===== config.mk =====
export PLATFORM = sky130hd
export DESIGN_NAME = i2c_start_gen
export DESIGN_NICKNAME = d
export VERILOG_FILES = /design/src/rtl/i2c_start_pkg.sv /design/src/rtl/i2c_line_sync.sv /design/src/rtl/i2c_start_dp.sv /design/src/rtl/i2c_start_ctrl.sv /design/src/rtl/i2c_start_gen.sv
export SDC_FILE = /design/constraint.sdc
export NUM_CORES = 1
export LEC_CHECK = 0
export BUFFER_PORTS_ARGS = -buffer_cell sky130_fd_sc_hd__buf_2
export CAP_MARGIN = 20
export CORE_AREA = 5 5 49 51
export DETAILED_ROUTE_END_ITERATION = 12
export DIE_AREA = 0 0 54 56
export PLACE_DENSITY = 0.86
export RECOVER_POWER = 50
export SLEW_MARGIN = 20
export SYNTH_ARGS = -nofsm -noshare
export SYNTH_HDL_FRONTEND = slang
export SYNTH_SLANG_ARGS = --single-unit

===== constraint.sdc =====
create_clock -name clk -period 2.4 [get_ports clk]
set_input_delay 0.24 -clock clk [delete_from_list [all_inputs] [get_ports clk]]
set_output_delay 0.24 -clock clk [all_outputs]
set_load 0.01 [all_outputs]

===== src/rtl/i2c_start_pkg.sv =====
package i2c_start_pkg;

  typedef enum logic [1:0] {
    ST_IDLE  = 2'd0,
    ST_SETUP = 2'd1,
    ST_SDALO = 2'd2,
    ST_HELD  = 2'd3
  } start_state_e;

  typedef struct packed {
    logic cntLoad;
    logic cntDec;
    logic collSet;
    logic doneSet;
  } start_strobe_t;

endpackage


===== src/rtl/i2c_line_sync.sv =====
module i2c_line_sync #(
  parameter int STAGES = 2,
  parameter int WIDTH  = 2
) (
  input  logic             clk,
  input  logic             rstN,
  input  logic [WIDTH-1:0] rawIn,
  output logic [WIDTH-1:0] syncOut
);

  logic [WIDTH-1:0] stageQ [STAGES];

  genvar s;
  generate
    for (s = 0; s < STAGES; s++) begin : g_stage
      if (s == 0) begin : g_first
        always_ff @(posedge clk or negedge rstN) begin
          if (!rstN) stageQ[s] <= '1;
          else       stageQ[s] <= rawIn;
        end
      end else begin : g_next
        always_ff @(posedge clk or negedge rstN) begin
          if (!rstN) stageQ[s] <= '1;
          else       stageQ[s] <= stageQ[s-1];
        end
      end
    end
  endgenerate

  assign syncOut = stageQ[STAGES-1];

endmodule


===== src/rtl/i2c_start_dp.sv =====
module i2c_start_dp
  import i2c_start_pkg::*;
#(
  parameter int RELOAD_W    = 7,
  parameter int SYNC_STAGES = 2
) (
  input  logic                clk,
  input  logic                rstN,
  input  logic                sdaIn,
  input  logic                sclIn,
  input  logic [RELOAD_W-1:0] reloadVal,
  input  logic                flagClr,
  input  start_strobe_t       strobe,
  output logic                sdaS,
  output logic                sclS,
  output logic                cntZero,
  output logic                startDone,
  output logic                startSeen,
  output logic                irqFlag,
  output logic                collFlag
);

  localparam int LINES = 2;
  localparam logic [RELOAD_W-1:0] ONE_COUNT = RELOAD_W'(1);

  logic [LINES-1:0]    lineSync;
  logic [RELOAD_W-1:0] cntQ;
  logic [RELOAD_W-1:0] effReload;
  logic                busStartSeen;

  i2c_line_sync #(.STAGES(SYNC_STAGES), .WIDTH(LINES)) u_sync (
    .clk    (clk),
    .rstN   (rstN),
    .rawIn  ({sclIn, sdaIn}),
    .syncOut(lineSync)
  );

  assign sdaS = lineSync[0];
  assign sclS = lineSync[1];

  // a zero reload behaves as one count
  assign effReload = (reloadVal == '0) ? ONE_COUNT : reloadVal;
  assign cntZero   = (cntQ == '0);

  always_ff @(posedge clk or negedge rstN) begin
    if (!rstN)               cntQ <= '0;
    else if (strobe.cntLoad) cntQ <= effReload;
    else if (strobe.cntDec && !cntZero) cntQ <= cntQ - ONE_COUNT;
  end

  assign busStartSeen = !sdaS && sclS;

  always_ff @(posedge clk or negedge rstN) begin
    if (!rstN) begin
      startDone <= 1'b0;
      startSeen <= 1'b0;
      irqFlag   <= 1'b0;
      collFlag  <= 1'b0;
    end else begin
      startDone <= strobe.doneSet;
      if (busStartSeen)                       startSeen <= 1'b1;
      else if (flagClr)                       startSeen <= 1'b0;
      if (busStartSeen || strobe.doneSet)     irqFlag   <= 1'b1;
      else if (flagClr)                       irqFlag   <= 1'b0;
      if (strobe.collSet)                     collFlag  <= 1'b1;
      else if (flagClr)                       collFlag  <= 1'b0;
    end
  end

  AST_LOAD_NONZERO: assert property (@(posedge clk) disable iff (!rstN)
    strobe.cntLoad |=> !cntZero);

  AST_COLL_STICKY: assert property (@(posedge clk) disable iff (!rstN)
    (collFlag && !flagClr) |=> collFlag);

  AST_DONE_ONE_CYCLE: assert property (@(posedge clk) disable iff (!rstN)
    startDone |=> !startDone);

  AST_SEEN_SETS_IRQ: assert property (@(posedge clk) disable iff (!rstN)
    busStartSeen |=> (startSeen && irqFlag));

endmodule


===== src/rtl/i2c_start_ctrl.sv =====
module i2c_start_ctrl
  import i2c_start_pkg::*;
(
  input  logic          clk,
  input  logic          rstN,
  input  logic          startGo,
  input  logic          nextOwn,
  input  logic          sdaS,
  input  logic          sclS,
  input  logic          cntZero,
  output start_strobe_t strobe,
  output logic          sdaPullEn,
  output logic          sclPullEn,
  output logic          startBusy
);

  start_state_e stateQ, stateD;

  always_ff @(posedge clk or negedge rstN) begin
    if (!rstN) stateQ <= ST_IDLE;
    else       stateQ <= stateD;
  end

  always_comb begin
    stateD = stateQ;
    strobe = '0;
    unique case (stateQ)
      ST_IDLE: begin
        if (startGo) begin
          if (!sdaS || !sclS) begin
            strobe.collSet = 1'b1;
          end else begin
            strobe.cntLoad = 1'b1;
            stateD         = ST_SETUP;
          end
        end
      end
      ST_SETUP: begin
        if (sdaS && !sclS) begin
          strobe.collSet = 1'b1;
          stateD         = ST_IDLE;
        end else if (!sdaS || cntZero) begin
          strobe.cntLoad = 1'b1;
          stateD         = ST_SDALO;
        end else begin
          strobe.cntDec = 1'b1;
        end
      end
      ST_SDALO: begin
        if (cntZero) begin
          strobe.doneSet = 1'b1;
          stateD         = ST_HELD;
        end else begin
          strobe.cntDec = 1'b1;
        end
      end
      ST_HELD: begin
        if (nextOwn) stateD = ST_IDLE;
      end
      default: stateD = ST_IDLE;
    endcase
  end

  assign sdaPullEn = (stateQ == ST_SDALO) || (stateQ == ST_HELD);
  assign sclPullEn = (stateQ == ST_HELD);
  assign startBusy = (stateQ == ST_SETUP) || (stateQ == ST_SDALO);

  AST_SCL_AFTER_SDA: assert property (@(posedge clk) disable iff (!rstN)
    sclPullEn |-> sdaPullEn);

  AST_ABORT_RELEASE: assert property (@(posedge clk) disable iff (!rstN)
    strobe.collSet |=> (!sdaPullEn && !sclPullEn && !startBusy));

  AST_EARLY_SDA: assert property (@(posedge clk) disable iff (!rstN)
    (stateQ == ST_SETUP && !sdaS) |=> sdaPullEn);

  AST_PHASE2_NO_COLL: assert property (@(posedge clk) disable iff (!rstN)
    (stateQ == ST_SDALO) |-> !strobe.collSet);

  AST_HANDOFF: assert property (@(posedge clk) disable iff (!rstN)
    (stateQ == ST_HELD && nextOwn) |=> (!sdaPullEn && !sclPullEn));

endmodule


===== src/rtl/i2c_start_gen.sv =====
module i2c_start_gen
  import i2c_start_pkg::*;
#(
  parameter int RELOAD_W    = 7,
  parameter int SYNC_STAGES = 2
) (
  input  logic                clk,
  input  logic                rstN,
  input  logic                startGo,
  input  logic                nextOwn,
  input  logic                flagClr,
  input  logic [RELOAD_W-1:0] reloadVal,
  input  logic                sdaIn,
  input  logic                sclIn,
  output logic                sdaPullEn,
  output logic                sclPullEn,
  output logic                startBusy,
  output logic                startDone,
  output logic                startSeen,
  output logic                irqFlag,
  output logic                collFlag
);

  start_strobe_t strobe;
  logic sdaS, sclS, cntZero;

  i2c_start_dp #(.RELOAD_W(RELOAD_W), .SYNC_STAGES(SYNC_STAGES)) u_dp (
    .clk      (clk),
    .rstN     (rstN),
    .sdaIn    (sdaIn),
    .sclIn    (sclIn),
    .reloadVal(reloadVal),
    .flagClr  (flagClr),
    .strobe   (strobe),
    .sdaS     (sdaS),
    .sclS     (sclS),
    .cntZero  (cntZero),
    .startDone(startDone),
    .startSeen(startSeen),
    .irqFlag  (irqFlag),
    .collFlag (collFlag)
  );

  i2c_start_ctrl u_ctrl (
    .clk      (clk),
    .rstN     (rstN),
    .startGo  (startGo),
    .nextOwn  (nextOwn),
    .sdaS     (sdaS),
    .sclS     (sclS),
    .cntZero  (cntZero),
    .strobe   (strobe),
    .sdaPullEn(sdaPullEn),
    .sclPullEn(sclPullEn),
    .startBusy(startBusy)
  );

endmodule


==> summary.md, run 1 <==
| Metric | Value |
|---|---|
| Run status | finished, final reports clean |
| Drt via density | 5.37 |
| Top cell type's share of synthesized area | 34.6% |
| Slowest CP cell | dfrtp_1 |
| Post-placement cell count | 132 |
| Most frequent cells in the layout | 19 x buf_2, 13 x dfrtp_1, 7 x inv_1, 6 x o21ai_0, 6 x ha_1 |
| Max-slew headroom | 39.6% |
| Worst Path Required | 2.60 ns |
| Slew @ Worst Pin | 0.907 ns |
| Drt total wl | 1830 um |
| Post-Syn Instances | 87 |
| YS warnings | 0 |
| Number of remaining DRC errors | 0 |
| Initial DRC count | 16 |
| Clock Path Buffers | 2 |
| Most common cell after layout, fill and taps aside | buf_2 |
| Mapped Area | 940 um2 |
| Largest cells by area after synthesis | dfrtp_1 35%, dfstp_2 11%, ha_1 8.0% |
| Final worst path period need | 2.08 ns |
| Post-cts repair resize count | 0 |
| FMAX | 0.480 GHz |
| First-pass GRT wire length | 3260 um |
| TritonCTS Buffers | 3 |
| Initial antenna violation count | 0 |
| Count of cell types in the netlist | 35 |
| Area Growth Syn to Fin | 15.4% |
| Die H | 56 um |
| N_diodes | 0 |
| Fill cells | 178 |
| Critical path class | reg2reg |
| Avg Cell Area, Syn | 10.8 um2 |
| Clk_skew | 0.00528 ns |
| Pleak | 0.510 nW |
| Worst-path fanout max | 9 |
| Vias in the first global route | 742 |
| Register area share after synthesis | 45.8% |
| H-tree levels | 1 |
| Sink Count | 17 |
| Maximum VDD drop | 0.484 mV |
| Unrepaired setup endpoints after global routing | false |
| Routed len/inst | 13.3 um |
| Fin. max-slew vios | 0 |
| Crit share post-route | 86.8% |
| Die width | 54 um |
| Via count | 736 |
| CTS tree | yes |
| All-layer global routing usage | 14.4% |
| Syn_nets | 107 |
| Hold Crit Class | in2reg |
| Layout cells sized above 1 | 32.7% |
| Post-synth top area cell | dfrtp_1 |
| EDFF count, synth | 0 |
| ANT nets after route | 0 |
| #FFs+latches synth | 17 |
| Crit end category | flop |
| Pwr dens | 1080 nW/um2 |
| CP Cell Sequence | inv_1, ha_1, a31oi_2, a211o_1, or3_1, a31oi_1 |
| Final GP Congestion | 0.880 |
| Hold buffer count at CTS | 1 |
| Skew-Pair Late Insertion Delay | 0.29 ns |
| Worst path arrival time | 2.28 ns |
| Max Cap Violations | 0 |
| DP Area | 1050 um2 |
| Initial Utilization | 49.4% |
| Port Buffers | 20 |
| Core area | 1900 um2 |
| Ys flop type | dfrtp_1 |
| Setup tns final | 0 ns |
| Pin count of the biggest net entering global routing | 18 |
| # rows | 16 |
| Root Driver | clkbuf_4 |
| Fin nets | 131 |
| Setup violations, final | 0 |
| Ports | 21 |
| Ys async rst share | 100% |
| Clock Pin Slew Worst Setup and Hold Paths | 0.10 ns |
| Die area | 3020 um2 |
| CP Launch Type | flop |
| Layout Cells excl Fill | 137 |
| Postcts setup bufs | 0 |
| Hpwl dp | 1420 um |
| Final Hold Fails | 0 |
| Final instance area | 1080 um2 |
| Grt total ovfl | 0 |
| DR pass1 iterations | 4 |
| Max incr delay on CP | 0.42 ns |
## worst max-delay path: cells and delay by family (launching register included)
family                   cells  cell delay (ns)
AO/OA/AOI/OAI                3             0.78
adder cells (fa/ha/maj)      1             0.29
buffers and inverters        1             0.14
flip-flops                   1             0.42
AND/OR/NAND/NOR              1             0.38
## synthesized netlist by cell type, drive strengths merged (2+ instances only)
| master | count |
|---|---|
| dfrtp | 13 |
| inv | 7 |
| ha | 6 |
| o21ai | 6 |
| a21oi | 5 |
| nand2 | 5 |
| a31oi | 4 |
| dfstp | 4 |
| mux2i | 4 |
| or3 | 4 |
| mux2 | 3 |
| nor2 | 3 |
| a22o | 2 |
| or2 | 2 |
## kinds of logic (layout without fill, tap and decap cells)
family,after synthesis,count (layout),synth area share (%)
and+or+nand+nor,24,24,14.9
AOI/OAI and AO/OA,23,23,17.0
DFF,17,17,45.8
buffers and inverters,9,32,5.46
muxes,7,7,7.86
adders and majority gates,6,6,7.99
xor gates and xnor gates,1,1,0.932
## layout make-up
class	count	area (um2)	share of cell area, %
inverter	7	26.3	2.42
tap	27	33.8	3.11
sequential	17	430	39.7
timing repair buffer	21	109	10.0
clock inverter	1	5.00	0.461
multi-input combinational	61	458	42.2
clock buffer	3	22.5	2.08
## worst paths after layout
kind                            slack (ns)                         end                   from  cells after the start
worst max-delay path                  0.32                u_dp.cntQ[3]                   flop                      6
worst min-delay path                  0.04       u_dp.u_sync.stageQ[2]                  sdaIn                      1
worst max register to register        0.32                u_dp.cntQ[3]                   flop                      6
worst min register to register        0.36      u_dp.u_sync.syncOut[1]  u_dp.u_sync.stageQ[3]                      0
max in group asynchronous             1.24                u_dp.cntQ[6]                   rstN                      2
min in group asynchronous             0.60  asynchronous set/reset pin                   rstN                      2
## where the power goes
group	switching (W)	leakage [nW]	total, W	internal, W
registers	0.0000825	0.197	0.000465	0.000382
clock network	0.0000883	0.0177	0.000150	0.0000619
logic	0.000296	0.296	0.000553	0.000258
total	0.000467	0.510	0.00117	0.000701
## state kept, by name, summed over array words and instances (netlist names), named ones only
register and count:
u_dp.u_sync.syncOut 2, u_dp.cntQ 7, u_dp.u_sync.stageQ 2, u_dp.collFlag 1
u_ctrl.stateQ 1, u_dp.startSeen 1, u_dp.irqFlag 1, u_dp.startDone 1
## per-stage QoR
stage               utilization, %  power [W]  hold WS (ns)  setup slack [ns]
floorplan                        -   0.000895       -0.0556             0.589
global placement              55.1   0.000993         0.172             0.433
detailed placement            55.1    0.00102         0.179             0.373
CTS                           57.1    0.00118        0.0276             0.334
global route                  57.0    0.00128        0.0196            0.0896
finish                        57.0    0.00117        0.0396             0.316
## per-layer routing
layer / track usage [%] / wire length [um]
met5: 0 / 0
met2: 22.5 / 936
met3: 2.95 / 70
met1: 17.9 / 796
met4: 7.83 / 23
Note: power is estimated with default switching activity, not from simulation.
==> run 2: changes to the inputs <==
--- a/config.mk
+++ b/config.mk
@@ -9,6 +9,6 @@
 export CAP_MARGIN = 20
-export CORE_AREA = 5 5 49 51
+export CORE_AREA = 5 5 50 52
 export DETAILED_ROUTE_END_ITERATION = 12
-export DIE_AREA = 0 0 54 56
-export PLACE_DENSITY = 0.86
+export DIE_AREA = 0 0 55 57
+export PLACE_DENSITY = 0.73
 export RECOVER_POWER = 50
@@ -17,2 +17,3 @@
 export SYNTH_HDL_FRONTEND = slang
+export SYNTH_HIERARCHICAL = 1
 export SYNTH_SLANG_ARGS = --single-unit
--- a/constraint.sdc
+++ b/constraint.sdc
@@ -3,2 +3,2 @@
 set_output_delay 0.24 -clock clk [all_outputs]
-set_load 0.01 [all_outputs]
+set_load 0.05 [all_outputs]
==> summary.md, run 2 <==
| Metric | Value |
|---|---|
| Slowest CP cell | or4b_2 |
| Ports | 21 |
| Crit end category | flop |
| Root Driver | clkbuf_4 |
| Critical path class | reg2reg |
| Crit-path leading delay family | simple AND/OR/NAND/NOR gates |
| Die H | 57 um |
| Number of remaining DRC errors | 0 |
| Hpwl dp | 1590 um |
| Final worst path period need | 2.30 ns |
| Pin count of the biggest net entering global routing | 18 |
| Drt via density | 5.52 |
| Worst-path fanout max | 7 |
| EDFF count, synth | 0 |
| Initial DRC count | 16 |
| FMAX | 0.434 GHz |
| Worst path arrival time | 2.47 ns |
| Ys flop type | dfrtp_1 |
| Run status | finished, final reports clean |
| Most common cell after layout, fill and taps aside | buf_2 |
| CTS tree | yes |
| Final Hold Fails | 0 |
| YS warnings | 6 |
| Ys async rst share | 100% |
| CP Launch Type | flop |
| Vias in the first global route | 783 |
| Setup violations, final | 0 |
| Die area | 3140 um2 |
| Initial Utilization | 46.9% |
| TritonCTS Buffers | 3 |
| Pleak | 0.535 nW |
| Fin nets | 142 |
| Max incr delay on CP | 0.60 ns |
| Setup tns final | 0 ns |
| Drt total wl | 2020 um |
| CP Cell Sequence | inv_1, ha_1, nor2b_1, and2_2, nor2_2, and2_4, or4b_2, a31oi_1, o41ai_1 |
| Area Growth Syn to Fin | 20.0% |
| Final core occ | 56.3% |
| Post-synth top area cell | dfrtp_1 |
| Initial antenna violation count | 0 |
| Max FFs per register | 7 |
| Worst Path Required | 2.57 ns |
| Max-slew headroom | 40.3% |
| Crit share post-route | 96.0% |
| Max Cap Violations | 0 |
| Sink Count | 17 |
| Via count | 822 |
| Avg Cell Area, Syn | 10.3 um2 |
| All-layer global routing usage | 14.2% |
| Pwr dens | 1190 nW/um2 |
| Routed len/inst | 13.6 um |
| Clock Path Buffers | 2 |
| Fin. max-slew vios | 0 |
| Unrepaired setup endpoints after global routing | false |
| Final worst slack | 0.0970 ns |
| Count of cell types in the netlist | 39 |
| Maximum VDD drop | 0.696 mV |
| Layout cells sized above 1 | 35.5% |
| Most frequent cells in the layout | 19 x buf_2, 13 x dfrtp_1, 9 x inv_1, 6 x ha_1 |
| Number of buffers and inverters on the critical path | 1 |
| Total power draw | 0.00138 W |
| Most frequent cell after synthesis | dfrtp_1 |
| N_diodes | 0 |
| Slew @ Worst Pin | 0.895 ns |
| #FFs+latches synth | 17 |
| Postcts setup bufs | 0 |
| Reg with most FFs | u_dp/cntQ |
| Mapped Area | 968 um2 |
| Top cell type's share of synthesized area | 33.6% |
| Clock Pin Slew Worst Setup and Hold Paths | 0.09 ns |
| Setup WS pre-CTS | 0.0995 ns |
| Largest cells by area after synthesis | dfrtp_1 34%, dfstp_2 11%, ha_1 7.8% |
| H-tree levels | 1 |
| Final GP Congestion | 0.844 |
| First-pass GRT wire length | 3300 um |
| Core area | 2060 um2 |
| Post-Syn Instances | 94 |
| Skew-Pair Late Insertion Delay | 0.28 ns |
| DR pass1 iterations | 4 |
| Synth top cells by count | 13 x dfrtp_1, 9 x inv_1, 6 x ha_1 |
| Register area share after synthesis | 44.4% |
| Hold Crit Class | in2reg |
| Clk_skew | 0.00209 ns |
| ANT nets after route | 0 |
| # rows | 17 |
| Syn_nets | 114 |
| Die width | 55 um |
| Port Buffers | 20 |
| Grt total ovfl | 0 |
## run 2: stage by stage
| step | cell area (um2) | cells | hold slack [ns] |
|---|---|---|---|
| finish | 1160 | 149 | 0.0436 |
| floorplan | 968 | 94 | -0.0556 |
| global placement | 1120 | 144 | 0.180 |
| global route | 1160 | 149 | 0.0126 |
| detailed placement | 1120 | 144 | 0.184 |
| CTS | 1160 | 149 | 0.0302 |
## run 2: report_power, final
group / internal, W / switching (W) / leakage [nW]
logic: 0.000311 / 0.000466 / 0.318
registers: 0.000380 / 0.0000798 / 0.199
clock network: 0.0000619 / 0.0000858 / 0.0177
## run 2: area by class of cell
class                      instances  area (um2)
clock buffer                       3        22.5
tap                               28        35.0
multi-input combinational         65         489
sequential                        17         430
fill                             192         901
inverter                           9        33.8
timing repair buffer              26         146
clock inverter                     1        5.00
## run 2: final timing paths
check / startpoint / end / slack [ns] / cells past startpoint
hold / removal: sdaIn / u_dp/u_sync/stageQ[2] / 0.04 / 1
min in group asynchronous: rstN / u_dp/collFlag / 0.58 / 2
setup / recovery: u_dp/cntQ[0] / u_dp/cntQ[3] / 0.1 / 9
hold reg to reg: u_dp/u_sync/stageQ[3] / u_dp/u_sync/syncOut[1] / 0.36 / 0
setup reg to reg: u_dp/cntQ[0] / u_dp/cntQ[3] / 0.1 / 9
max in group asynchronous: rstN / u_dp/cntQ[3] / 1.27 / 2
## run 2: kinds of logic after synthesis
logic type | Yosys count | share of synthesized area (%)
AOI/OAI and AO/OA | 29 | 23.0
adders and majority gates | 6 | 7.75
buffers and inverters | 12 | 5.43
DFF | 17 | 44.4
muxes | 2 | 2.07
and+or+nand+nor | 28 | 17.3
## run 2: per-layer routing
metal / global-route usage, % / part of all wire [%] / up-vias
met5: 0 / 0 / -
met4: 6.25 / 1.5 / 0
met3: 2.35 / 5.7 / 4
met2: 24.0 / 49 / 21
met1: 17.2 / 44 / 394
li1: - / - / 403
## run 2: what timing repair did
action                     CTS  global route
hold buffers                 1             0
gates resized for setup      0             2
setup endpoints to repair    0             1
hold endpoints to repair    13             0
